`config.mk`:
```
export PLATFORM = sky130hd
export DESIGN_NAME = addr_lsu
export DESIGN_NICKNAME = d
export VERILOG_FILES = /design/src/rtl/addr_lsu_pkg.sv /design/src/rtl/addr_lsu_decode.sv /design/src/rtl/addr_lsu_regs.sv /design/src/rtl/addr_lsu_ram.sv /design/src/rtl/addr_lsu.sv
export SDC_FILE = /design/constraint.sdc
export NUM_CORES = 1
export LEC_CHECK = 0
export ABC_CLOCK_PERIOD_IN_PS = 3100
export BUFFER_PORTS_ARGS = -buffer_cell sky130_fd_sc_hd__buf_2
export CORE_ASPECT_RATIO = 0.9
export CORE_MARGIN = 2
export CORE_UTILIZATION = 56
export DETAILED_ROUTE_END_ITERATION = 10
export HOLD_SLACK_MARGIN = 0.15
export PLACE_DENSITY = 0.75
export SKIP_CTS_REPAIR_TIMING = 1
export SYNTH_ARGS = -nofsm -noshare
export SYNTH_HDL_FRONTEND = slang
export SYNTH_SLANG_ARGS = --single-unit
export TNS_END_PERCENT = 10
```
`constraint.sdc`:
```
create_clock -name clk -period 3.1 [get_ports clk]
set_input_delay 0.62 -clock clk [delete_from_list [all_inputs] [get_ports clk]]
set_output_delay 0.62 -clock clk [all_outputs]
set_load 0.1 [all_outputs]
```
`src/rtl/addr_lsu_pkg.sv`:
```
package addr_lsu_pkg;

  typedef enum logic [4:0] {
    OP_FETCH_P  = 5'h08,
    OP_FETCH_AI = 5'h09,
    OP_FETCH_B  = 5'h0a,
    OP_FETCH_A  = 5'h0b,
    OP_STORE_P  = 5'h0c,
    OP_STORE_AI = 5'h0d,
    OP_STORE_B  = 5'h0e,
    OP_STORE_A  = 5'h0f,
    OP_READ_A   = 5'h1b,
    OP_LOAD_B   = 5'h1e,
    OP_LOAD_A   = 5'h1f
  } lsu_op_e;

  typedef enum logic [1:0] {
    SRC_P = 2'd0,
    SRC_A = 2'd1,
    SRC_B = 2'd2
  } addr_src_e;

  typedef enum logic [1:0] {
    PUSH_RAM  = 2'd0,
    PUSH_PORT = 2'd1,
    PUSH_AREG = 2'd2
  } push_src_e;

  typedef struct packed {
    logic      rd;
    logic      wr;
    addr_src_e src;
    logic      a_inc;
    logic      p_step;
    logic      ld_a;
    logic      ld_b;
    logic      rd_a;
  } lsu_ctl_t;

endpackage

```
`src/rtl/addr_lsu_decode.sv`:
```
module addr_lsu_decode
  import addr_lsu_pkg::*;
(
  input  logic       req_valid,
  input  logic [4:0] req_op,
  output lsu_ctl_t   ctl
);

  always_comb begin
    ctl = '0;
    ctl.src = SRC_A;
    if (req_valid) begin
      case (req_op)
        OP_FETCH_P:  begin ctl.rd = 1'b1; ctl.src = SRC_P; ctl.p_step = 1'b1; end
        OP_FETCH_AI: begin ctl.rd = 1'b1; ctl.src = SRC_A; ctl.a_inc  = 1'b1; end
        OP_FETCH_B:  begin ctl.rd = 1'b1; ctl.src = SRC_B; end
        OP_FETCH_A:  begin ctl.rd = 1'b1; ctl.src = SRC_A; end
        OP_STORE_P:  begin ctl.wr = 1'b1; ctl.src = SRC_P; ctl.p_step = 1'b1; end
        OP_STORE_AI: begin ctl.wr = 1'b1; ctl.src = SRC_A; ctl.a_inc  = 1'b1; end
        OP_STORE_B:  begin ctl.wr = 1'b1; ctl.src = SRC_B; end
        OP_STORE_A:  begin ctl.wr = 1'b1; ctl.src = SRC_A; end
        OP_READ_A:   ctl.rd_a = 1'b1;
        OP_LOAD_B:   ctl.ld_b = 1'b1;
        OP_LOAD_A:   ctl.ld_a = 1'b1;
        default:     ctl = '0;
      endcase
    end
  end

endmodule

```
`src/rtl/addr_lsu_regs.sv`:
```
module addr_lsu_regs #(
  parameter int          AW           = 9,
  parameter int unsigned CONSOLE_ADDR = 'h115
) (
  input  logic          clk,
  input  logic          rst,
  input  logic          ld_a,
  input  logic          ld_b,
  input  logic          a_inc,
  input  logic [AW-1:0] t_addr,
  output logic [AW-1:0] a_q,
  output logic [AW-1:0] b_q
);

  localparam int PORT_BIT = AW - 1;

  logic a_in_port;
  assign a_in_port = a_q[PORT_BIT];

  always_ff @(posedge clk) begin
    if (rst) begin
      a_q <= '0;
      b_q <= AW'(CONSOLE_ADDR);
    end else begin
      if (ld_a) begin
        a_q <= t_addr;
      end else if (a_inc && !a_in_port) begin
        a_q[PORT_BIT-1:0] <= a_q[PORT_BIT-1:0] + 1'b1;
      end
      if (ld_b) begin
        b_q <= t_addr;
      end
    end
  end

  AST_B_HOLD: assert property (@(posedge clk) disable iff (rst)
    !ld_b |=> $stable(b_q));

  AST_A_PORT_HOLD: assert property (@(posedge clk) disable iff (rst)
    (a_in_port && !ld_a) |=> $stable(a_q));

endmodule

```
`src/rtl/addr_lsu_ram.sv`:
```
module addr_lsu_ram #(
  parameter int DW    = 18,
  parameter int DEPTH = 64,
  parameter int RAW   = 6
) (
  input  logic           clk,
  input  logic           we,
  input  logic           re,
  input  logic [RAW-1:0] addr,
  input  logic [DW-1:0]  wdata,
  output logic [DW-1:0]  rdata
);

  logic [DW-1:0] mem [DEPTH];

  always_ff @(posedge clk) begin
    if (we) begin
      mem[addr] <= wdata;
    end
    if (re) begin
      rdata <= mem[addr];
    end
  end

endmodule

```
`src/rtl/addr_lsu.sv`:
```
module addr_lsu
  import addr_lsu_pkg::*;
#(
  parameter int          DW           = 18,
  parameter int          AW           = 9,
  parameter int          RAM_DEPTH    = 64,
  parameter int unsigned CONSOLE_ADDR = 'h115
) (
  input  logic          clk,
  input  logic          rst,
  input  logic          req_valid,
  input  logic [4:0]    req_op,
  input  logic [DW-1:0] t_in,
  input  logic [AW-1:0] p_in,
  output logic          t_pop,
  output logic          p_inc,
  output logic          push_valid,
  output logic [DW-1:0] push_data,
  output logic          port_re,
  output logic          port_we,
  output logic [AW-1:0] port_addr,
  output logic [DW-1:0] port_wdata,
  input  logic [DW-1:0] port_rdata
);

  localparam int RAM_AW   = $clog2(RAM_DEPTH);
  localparam int PORT_BIT = AW - 1;

  lsu_ctl_t        ctl;
  logic [AW-1:0]   a_q;
  logic [AW-1:0]   b_q;
  logic [AW-1:0]   acc_addr;
  logic            acc_port;

  // stage 1: access request
  logic              s1_ram_rd;
  logic              s1_ram_wr;
  logic [RAM_AW-1:0] s1_ram_addr;
  logic [DW-1:0]     s1_wdata;
  logic              s1_rd_a;
  logic [AW-1:0]     s1_aval;

  // stage 2: push result
  logic [DW-1:0]     ram_q;
  logic [DW-1:0]     port_q;
  logic [AW-1:0]     areg_q;
  push_src_e         push_src;

  addr_lsu_decode u_decode (
    .req_valid (req_valid),
    .req_op    (req_op),
    .ctl       (ctl)
  );

  addr_lsu_regs #(
    .AW           (AW),
    .CONSOLE_ADDR (CONSOLE_ADDR)
  ) u_regs (
    .clk    (clk),
    .rst    (rst),
    .ld_a   (ctl.ld_a),
    .ld_b   (ctl.ld_b),
    .a_inc  (ctl.a_inc),
    .t_addr (t_in[AW-1:0]),
    .a_q    (a_q),
    .b_q    (b_q)
  );

  always_comb begin
    case (ctl.src)
      SRC_P:   acc_addr = p_in;
      SRC_B:   acc_addr = b_q;
      default: acc_addr = a_q;
    endcase
  end

  assign acc_port = acc_addr[PORT_BIT];

  always_ff @(posedge clk) begin
    if (rst) begin
      t_pop       <= 1'b0;
      p_inc       <= 1'b0;
      port_re     <= 1'b0;
      port_we     <= 1'b0;
      port_addr   <= '0;
      port_wdata  <= '0;
      s1_ram_rd   <= 1'b0;
      s1_ram_wr   <= 1'b0;
      s1_ram_addr <= '0;
      s1_wdata    <= '0;
      s1_rd_a     <= 1'b0;
      s1_aval     <= '0;
    end else begin
      t_pop       <= ctl.wr | ctl.ld_a | ctl.ld_b;
      p_inc       <= ctl.p_step & ~p_in[PORT_BIT];
      port_re     <= ctl.rd & acc_port;
      port_we     <= ctl.wr & acc_port;
      port_addr   <= acc_addr;
      port_wdata  <= t_in;
      s1_ram_rd   <= ctl.rd & ~acc_port;
      s1_ram_wr   <= ctl.wr & ~acc_port;
      s1_ram_addr <= acc_addr[RAM_AW-1:0];
      s1_wdata    <= t_in;
      s1_rd_a     <= ctl.rd_a;
      s1_aval     <= a_q;
    end
  end

  addr_lsu_ram #(
    .DW    (DW),
    .DEPTH (RAM_DEPTH),
    .RAW   (RAM_AW)
  ) u_ram (
    .clk   (clk),
    .we    (s1_ram_wr),
    .re    (s1_ram_rd),
    .addr  (s1_ram_addr),
    .wdata (s1_wdata),
    .rdata (ram_q)
  );

  always_ff @(posedge clk) begin
    if (rst) begin
      push_valid <= 1'b0;
      push_src   <= PUSH_RAM;
      port_q     <= '0;
      areg_q     <= '0;
    end else begin
      push_valid <= port_re | s1_ram_rd | s1_rd_a;
      if (s1_rd_a)      push_src <= PUSH_AREG;
      else if (port_re) push_src <= PUSH_PORT;
      else              push_src <= PUSH_RAM;
      if (port_re) port_q <= port_rdata;
      areg_q <= s1_aval;
    end
  end

  always_comb begin
    case (push_src)
      PUSH_PORT: push_data = port_q;
      PUSH_AREG: push_data = DW'(areg_q);
      default:   push_data = ram_q;
    endcase
  end

  AST_PORT_ONE_DIR: assert property (@(posedge clk) disable iff (rst)
    !(port_re && port_we));

  AST_PINC_RAM_ONLY: assert property (@(posedge clk) disable iff (rst)
    p_inc |-> !$past(p_in[PORT_BIT]));

  AST_STORE_NO_PUSH: assert property (@(posedge clk) disable iff (rst)
    port_we |=> !push_valid);

endmodule

```
# Word-level counts from Yosys, hierarchy flattened
# Memory sizes are Yosys's and may differ from the RTL's. A register that Yosys moved wholly into a read port is not among the register bits.
# Cells that the tools add are included.
op_classes:
  n_addsub: 1
  eq_ne: 14
  n_mux: 17
  bitwise_logic: 12
  n_reduce_logical: 12
op_table:
  columns: ["op", "count"]
  rows:
  - ["$eq 5x4->1 const B", 8]
  - ["$pmux 18 s2", 1]
  - ["$pmux 9 s2", 1]
  - ["$mux 8", 2]
  - ["$eq 5x5->1 const B", 3]
  - ["$mux 1", 10]
  - ["$reduce_or 2->1", 5]
  - ["$mux 9", 1]
  - ["$add 8x1->8 const B", 1]
  - ["$reduce_or 4->1", 2]
  - ["$reduce_or 7->1", 1]
  - ["$and 1x1->1", 5]
  - ["$eq 2x2->1 const B", 2]
  - ["$or 1x1->1", 4]
  - ["$pmux 2 s2", 1]
  - ["$not 1->1", 3]
  - ["$eq 2x1->1 const B", 1]
  - ["$logic_not 2->1", 1]
  - ["$mux 2", 1]
  - ["$reduce_bool 2->1", 1]
  - ["$logic_and 1x1->1", 1]
  - ["$logic_not 1->1", 1]
totals:
  register_bits: 97
  ramBits: 1152
  input_bits: 53
  out_inout_bits: 50
  word_cells: 76
  n_memories: 1
memory_table:
  columns: ["name", "depth", "word_bits", "rd", "rd_clocked_by_memory_dff", "write_ports", "line_no", "text"]
  rows:
  - ["u_ram.mem", 64, 18, 1, 1, 1, "addr_lsu_ram.sv:14", "logic [DW-1:0] mem [DEPTH];"]

# Longest topological paths before layout
# Gate-level depths: netlist (run 1).
depth:
  word_depth: 8
  ltp_mapped: 12

# Cells and area by module
# A second synthesis (run 1) with hierarchy kept.
unflattened:
  cells_unflattened: 2920
  hier_area_um2: 48385.2
modules_own_cells:
  columns: ["mod", "instances", "cells_each", "area_per_inst_um2", "seq_area_each_um2"]
  rows:
  - ["addr_lsu_ram", 1, 2552, 44818.0, 35133.7]
  - ["addr_lsu", 1, 267, 2645.0, 1461.4]
  - ["addr_lsu_regs", 1, 83, 799.5, 360.3]
  - ["addr_lsu_decode", 1, 18, 122.6, 0.0]

# Worst setup path before layout (run 1)
# OpenSTA, ideal clock, no wires.
synth_timing:
  path_type: "flip-flop to output port"
  startpoint: "reg push_src[1]"
  endpoint: "out push_data[0]"
  arrival_ns: 3.237
  required_ns: 2.480
  setup_slack_ns: -0.757
  path_stages_with_launch: 7
  path_cell_list: "dfxtp_1 -> inv_1 -> ha_1 -> clkbuf_1 -> buf_1 -> a22oi_1 -> o21ai_0"
synth_between:
  elab_chain_cells: 2
synth_lines:
  columns: ["item", "line_no", "text"]
  rows:
  - ["start, declared", "addr_lsu.sv:47", "push_src_e push_src;"]
  - ["start signal, assigned", "addr_lsu.sv:125", "push_src <= PUSH_RAM;"]
  - ["start signal, assigned", "addr_lsu.sv:130", "if (s1_rd_a) push_src <= PUSH_AREG;"]
  - ["start signal, assigned", "addr_lsu.sv:131", "else if (port_re) push_src <= PUSH_PORT;"]
  - ["$eq 2x2->1 or $eq 2x1->1 (tied branches)", "addr_lsu.sv:139", "case (push_src)"]
  - ["$pmux 18 s2 *", "addr_lsu.sv:139", null]
  - ["end, declared", "addr_lsu.sv:18", "output logic [DW-1:0] push_data,"]
# Every way passes the cells marked *; elsewhere a longest branch is shown, timed or not.

==> results of run 1 <==
## cell usage in the layout (no fill, tap or decap), types with 9 or more instances in the layout
cell type | Yosys | routed
a211oi_1 | 9 | 9
clkbuf_1 | 63 | 18
dfxtp_2 | 0 | 18
nand3_1 | 34 | 33
nor2_1 | 161 | 107
o21ai_0 | 90 | 78
buf_12 | 0 | 58
a31oi_1 | 11 | 11
clkinv_1 | 1 | 18
a22oi_1 | 104 | 104
a21oi_1 | 100 | 98
clkbuf_16 | 0 | 121
buf_2 | 70 | 100
a221o_1 | 22 | 22
clkinv_2 | 0 | 24
o221ai_1 | 12 | 10
dfxtp_1 | 91 | 70
a22o_1 | 18 | 18
edfxtp_1 | 1170 | 1170
o22ai_1 | 51 | 51
buf_4 | 24 | 265
nor2_2 | 0 | 46
and3_1 | 9 | 9
mux2i_1 | 188 | 185
a221oi_1 | 103 | 100
nor3_1 | 15 | 15
nand2_1 | 99 | 99
o21ai_1 | 2 | 13
bufinv_16 | 0 | 18
nor2b_1 | 48 | 43
mux4_2 | 74 | 74
clkinvlp_4 | 0 | 11
mux2_2 | 85 | 85
## flip-flops by register name, summed over array words and instances (netlist names)
| name | count |
|---|---|
| u_ram.mem | 1152 |
| p_inc | 1 |
| port_we | 1 |
| push_src | 2 |
| port_q | 18 |
| areg_q | 9 |
| push_valid | 1 |
| s1_ram_wr | 1 |
| u_ram.rdata | 18 |
| port_re | 1 |
| u_regs.b_q | 9 |
| t_pop | 1 |
| port_addr | 9 |
| u_regs.a_q | 9 |
| s1_wdata | 18 |
| s1_rd_a | 1 |
| s1_aval | 9 |
| s1_ram_rd | 1 |
## per-stage QoR
step / power (W) / hold slack, ns / instance area [µm²] / util, %
global route: 0.03678 / 0.1519 / 57170 / 66.56
global placement: 0.02106 / 0.4427 / 52880 / 61.56
finish: 0.03604 / 0.1491 / 57180 / 66.58
CTS: 0.03603 / 0.07924 / 56990 / 66.35
floorplan: 0.02009 / 0.4125 / 48500 / -
detailed placement: 0.02110 / 0.4307 / 52880 / 61.56
## layout make-up
cell class	instances	area, µm²	share of cell area (%)
Multi-Input combinational cell	1340	10860	18.99
Inverter	5	20.02	0.03501
Timing Repair Buffer	432	3759	6.573
Tap cell	1144	1431	2.503
Clock inverter	79	933.4	1.632
Sequential cell	1261	36990	64.68
Antenna cell	5	12.51	0.02188
Clock buffer	147	3179	5.560
## synthesized netlist by cell type, types with 6 or more instances
library cell,instances
a31oi_1,11
a211oi_1,9
a21oi_1,100
buf_1,18
buf_4,24
nand4_1,7
and3_1,9
nand3_1,34
a222oi_1,6
o22a_1,6
edfxtp_1,1170
nand2_1,99
a221o_1,22
dfxtp_1,91
o221ai_1,12
o22ai_1,51
buf_6,9
mux2i_1,188
nand2b_1,7
nor2_1,161
nor2b_1,48
a22o_1,18
o21ai_0,90
clkbuf_1,63
a211o_1,7
a221oi_1,103
mux2_2,85
a22oi_1,104
nor3_1,15
mux4_2,74
a32oi_1,8
buf_2,70
## critical path, delay by kind of cell (launching register included)
family,cells,cell delay [ns]
AND/OR/NAND/NOR,2,0.67
flip-flops,1,0.54
buffers and inverters,2,0.57
AO/OA/AOI/OAI,3,0.99
## where the power goes
part | total, W | switching [W] | internal (W) | leakage, nW
sequential | 0.0187 | 0.0000620 | 0.0186 | 11.5
clock | 0.0152 | 0.00640 | 0.00881 | 1.99
combinational | 0.00217 | 0.00151 | 0.000658 | 5.39
total | 0.0360 | 0.00797 | 0.0281 | 18.9
## how the worst min path moves through the flow
stage               startpoint           end  slack, ns
finish                t_in[14]  s1_wdata[14]       0.15
CTS                    p_in[8]         p_inc       0.08
global route          t_in[11]  s1_wdata[11]       0.15
floorplan              s1_rd_a   push_src[0]       0.41
detailed placement  s1_aval[5]     areg_q[5]       0.43
global placement    s1_aval[2]     areg_q[2]       0.44
## kinds of logic (layout without fill, tap and decap cells)
logic type                 after synthesis  count (layout)
DFF                                   1261            1261
AOI/OAI and AO/OA                      572             572
and+or+nand+nor                        413             413
muxes                                  349             349
buffers and inverters                  189             663
adders and majority gates                3               3
xor gates and xnor gates                 3               3
other                                    0               5
## routing by layer
metal,wire length (µm),vias to the layer above
li1,-,12048
met1,54530,15100
met2,68760,2519
met3,21800,419
met4,7995,16
met5,89,-
==> flow_metrics.env, run 1 <==
export IMPL_status="finished, violations left"
export IMPL_violations="setup timing"
export IMPL_r2r_end="u_ram.rdata[16]"
export IMPL_yosys_area_top_type="edfxtp_1"
export IMPL_cts_root_buf="clkbuf_16"
export IMPL_finalSetupViolCount=1
export IMPL_ys_ff_latch=1261
export IMPL_netlist_instances=2790
export IMPL_skew_ns=0.03009
export IMPL_synth_compound_area_share_pct=8.321
export IMPL_final_setup_tns_ns=-0.03229
export IMPL_grt_setup_unrepaired="yes"
export IMPL_gr_usage_met1_pct=46.79
export IMPL_cts_sinks=1261
export IMPL_ys_flop_type="edfxtp_1"
export IMPL_synth_area_um2=48450
export IMPL_worstPathCellList="buf_4 -> and3b_1 -> buf_4 -> a221oi_4 -> o22ai_1 -> a21oi_1 -> nand4_1"
export IMPL_grt_pass1_wl_um=214000
export IMPL_dp_cells=4177
export IMPL_ys_async_sr_fraction_pct=0
export IMPL_wl_per_cell_um=34.71
export IMPL_max_slew_margin_pct=5.876
export IMPL_dieHeight_um=283.0
export IMPL_worstSetupEndpoint="u_ram.rdata[16]"
export IMPL_synth_edff_count=1170
export IMPL_fin_cells=4413
export IMPL_die_w_um=314.0
export IMPL_hpwlAfterDp_um=96260
export IMPL_critPathMaxStageDelay_ns=0.54
export IMPL_whs_path_depth=2
export IMPL_numCtsBuffers=120
export IMPL_rrSetupSlack_ns=-0.03
export IMPL_timing_final_crit_period_ns=3.132
export IMPL_ys_seq_area_share_pct=76.28
export IMPL_syn2layout_area_growth_pct=18.03
export IMPL_hold_viol=0
export IMPL_synth_xor_area_share_pct=0.05423
export IMPL_synthAdderAreaFrac_pct=0.07748
export IMPL_nFillCells=5637
export IMPL_gp_congestion=0.9978
export IMPL_antenna_found_initial=16
export IMPL_start_kind="register"
export IMPL_synthSimpleGateAreaFrac_pct=3.951
export IMPL_period_share_pct=101.0
export IMPL_port_buffers=102
export IMPL_slowest_stage="dfxtp_1"
export IMPL_met2_usage_pct=50.54
export IMPL_maxCapViolCount=0
export IMPL_critical_path_class="reg2reg"
export IMPL_grt_start_max_net_pins=65
export IMPL_final_max_slew_viol_count=0
export IMPL_syn_nets=2846
export IMPL_overflow=0
export IMPL_synth_warnings=0
export IMPL_drt_pass1_iter_count=6
export IMPL_cp_max_fo=13
export IMPL_clk_pin_slew_worst_paths_ns=0.06
export IMPL_num_vias=30102
export IMPL_cp_end_kind="register"
export IMPL_crit_path_start="port_addr[3]"
export IMPL_synth_area_mux_share_pct=9.346
export IMPL_rows=102
export IMPL_ant_nets=0
export IMPL_drc=0
export IMPL_cts_tree="done"
export IMPL_drt_wl_total_um=153200
export IMPL_io_pins=103
export IMPL_r2r_start="port_addr[3]"
export IMPL_drive_gt1_share_pct=27.24
export IMPL_grt_usage_pct=34.16
export IMPL_synth_area_leaders="edfxtp_1 (73%), mux2i_1 (3.9%), dfxtp_1 (3.8%)"
export IMPL_core_area_um2=85890
export IMPL_clockBufferDepth=3
export IMPL_critPathRequiredTime_ns=3.46
export IMPL_synth_top_family_by_area="multiplexers"
export IMPL_initial_core_util_pct=56.41
export IMPL_yosysTopAreaCellShare_pct=72.52
export IMPL_dieArea_um2=88890
export IMPL_insertion_delay_ns=0.72
export IMPL_yosysUniqueCellTypes=66
export IMPL_via_per_inst=6.821
export IMPL_top_usage_layer="met2"
export IMPL_dp_slack_ns=-0.4135
export IMPL_cts_htree_levels=3
export IMPL_drt_initial_drc_count=5005
export IMPL_worstMarginPinSlew_ns=1.410
export IMPL_path_common_cell="buf_4"
export IMPL_nets=3216
export IMPL_max_freq_mhz=319.3
export IMPL_use_met3_pct=10.55
export IMPL_cp_arrival_ns=3.49
export IMPL_power_density_nw_per_um2=630.3
export IMPL_timing_final_ws_setup_ns=-0.03229
export IMPL_p_leak_nw=18.88
export IMPL_hold_class="in2reg"
export IMPL_avgSynthCellArea_um2=17.36
export IMPL_grt_pass1_vias=28989
export IMPL_peakVddDrop_mv=0.5559
export IMPL_rr_worst_depth=7
Power figures use the tool's default switching activity.
==> run 2, diff against run 1 <==
Settings changed: CTS_BUF_LIST set to sky130_fd_sc_hd__clkbuf_8 sky130_fd_sc_hd__clkbuf_16.
==> flow_metrics.env, run 2 (synthesis gave the netlist of run 1 again) <==
export IMPL_status="finished, violations left"
export IMPL_violations="setup timing"
export IMPL_hold_class="in2reg"
export IMPL_cts_htree_levels=3
export IMPL_cts_tree="done"
export IMPL_maxCapViolCount=0
export IMPL_timing_final_ws_setup_ns=-0.02062
export IMPL_final_common_cell="edfxtp_1"
export IMPL_antenna_found_initial=14
export IMPL_clk_pin_slew_worst_paths_ns=0.07
export IMPL_whs_path_depth=2
export IMPL_cp_max_fo=21
export IMPL_finalSetupViolCount=1
export IMPL_syn2layout_area_growth_pct=18.05
export IMPL_timing_final_crit_period_ns=3.121
export IMPL_max_freq_mhz=320.4
export IMPL_top_register="u_ram.mem"
export IMPL_drive_gt1_share_pct=27.14
export IMPL_dp_slack_ns=-0.4135
export IMPL_fin_cells=4415
export IMPL_dieArea_um2=88890
export IMPL_hpwlAfterDp_um=96260
export IMPL_cts_sinks=1261
export IMPL_fin_area_um2=57190
export IMPL_place_area_um2=52880
export IMPL_die_w_um=314.0
export IMPL_drt_initial_drc_count=4945
export IMPL_final_max_slew_viol_count=0
export IMPL_num_vias=30091
export IMPL_cp_end_kind="register"
export IMPL_nets=3217
export IMPL_critPathRequiredTime_ns=3.56
export IMPL_start_kind="register"
export IMPL_grt_pass1_wl_um=214000
export IMPL_cp_arrival_ns=3.58
export IMPL_p_leak_nw=18.96
export IMPL_dieHeight_um=283.0
export IMPL_via_per_inst=6.816
export IMPL_drt_pass1_iter_count=6
export IMPL_skew_ns=0.03293
export IMPL_io_pins=103
export IMPL_largest_reg_flops=1152
export IMPL_drt_wl_total_um=153300
export IMPL_grt_setup_unrepaired="yes"
export IMPL_hold_viol=0
export IMPL_grt_start_max_net_pins=65
export IMPL_numCtsBuffers=120
export IMPL_grt_pass1_vias=29079
export IMPL_worstMarginPinSlew_ns=1.367
export IMPL_rrSetupSlack_ns=-0.02
export IMPL_max_slew_margin_pct=8.779
export IMPL_mostFrequentLayoutCells="edfxtp_1 (1,170), buf_4 (265), mux2i_1 (185)"
export IMPL_port_buffers=102
export IMPL_overflow=0
export IMPL_critical_path_class="reg2reg"
export IMPL_drc=0
export IMPL_core_area_um2=85890
export IMPL_wl_per_cell_um=34.73
export IMPL_hold_path_end="s1_wdata[14]"
export IMPL_min_from="t_in[14]"
export IMPL_cts_root_buf="clkbuf_16"
export IMPL_fin_util_pct=66.59
export IMPL_grt_usage_pct=34.15
export IMPL_gp_congestion=0.9978
export IMPL_dp_cells=4177
export IMPL_period_share_pct=100.7
export IMPL_power_density_nw_per_um2=629.3
export IMPL_r2r_end="u_ram.rdata[2]"
export IMPL_initial_core_util_pct=56.41
export IMPL_nFillCells=5631
export IMPL_rows=102
export IMPL_insertion_delay_ns=0.72
export IMPL_r2r_start="port_addr[1]"
export IMPL_ant_nets=0
export IMPL_rr_worst_depth=10
export IMPL_clockBufferDepth=3
export IMPL_peakVddDrop_mv=0.5572
[run 2: cell count changes in the layout (fill, tap and decap cells not counted)]
cell and change:
clkbuf_1 -18, clkbuf_2 -3, diode_2 +1, dlygate4sd3_1 +1
inv_1 +21
[run 2: worst max-delay path, cell delays in order, from the launching register on]
cell and delay (ns):
dfxtp_4 0.51, buf_12 0.28, buf_16 0.23, buf_4 0.22, mux2i_1 0.27, o22ai_1 0.13
a311oi_2 0.33, buf_4 0.17, o22ai_1 0.23, nor4b_2 0.36, nand3_1 0.09
[run 2: where the power goes]
group / switching, W / internal [W] / total [W]
registers: 0.0000622 / 0.0186 / 0.0187
logic: 0.00151 / 0.000659 / 0.00216
clock network: 0.00643 / 0.00873 / 0.0152
total: 0.00800 / 0.0280 / 0.0360
[run 2: area by class of cell]
type,count,area [µm²],area share (%)
sequential,1261,36990,64.68
multi-input combinational,1340,10860,18.99
antenna,6,15.01,0.02625
clock inverter,100,1012,1.770
clock buffer,126,3097,5.415
timing repair buffer,433,3769,6.589
tap,1144,1431,2.503
inverter,5,20.02,0.03500
[run 2: worst max path at each step]
| stage | from | cells past startpoint | end |
|---|---|---|---|
| floorplan | push_src[0] | 5 | push_data[1] |
| global placement | port_addr[0] | 7 | u_ram.rdata[13] |
| detailed placement | port_addr[1] | 6 | u_ram.rdata[16] |
| CTS | port_addr[0] | 7 | u_ram.rdata[13] |
| global route | port_addr[1] | 10 | u_ram.rdata[2] |
| finish | port_addr[1] | 10 | u_ram.rdata[2] |
[run 2: per-layer routing]
metal,GRT usage [%],wire [µm],share of wire (%)
met4,15.81,8121,5.3
met3,10.66,21810,14
met5,0,92,0.060
met1,46.57,54700,36
met2,50.58,68610,45
[run 2: through the flow]
step	total power (W)	TNS, ns	hold WS (ns)
3_5_place_dp	0.02110	-0.8147	0.4307
3_3_place_gp	0.02106	-0.7035	0.4427
2_1_floorplan	0.02009	-327.00	0.4125
4_1_cts	0.03596	-3.346	0.07875
5_1_grt	0.03671	-0.04299	0.1540
6_report	0.03599	-0.02062	0.1447
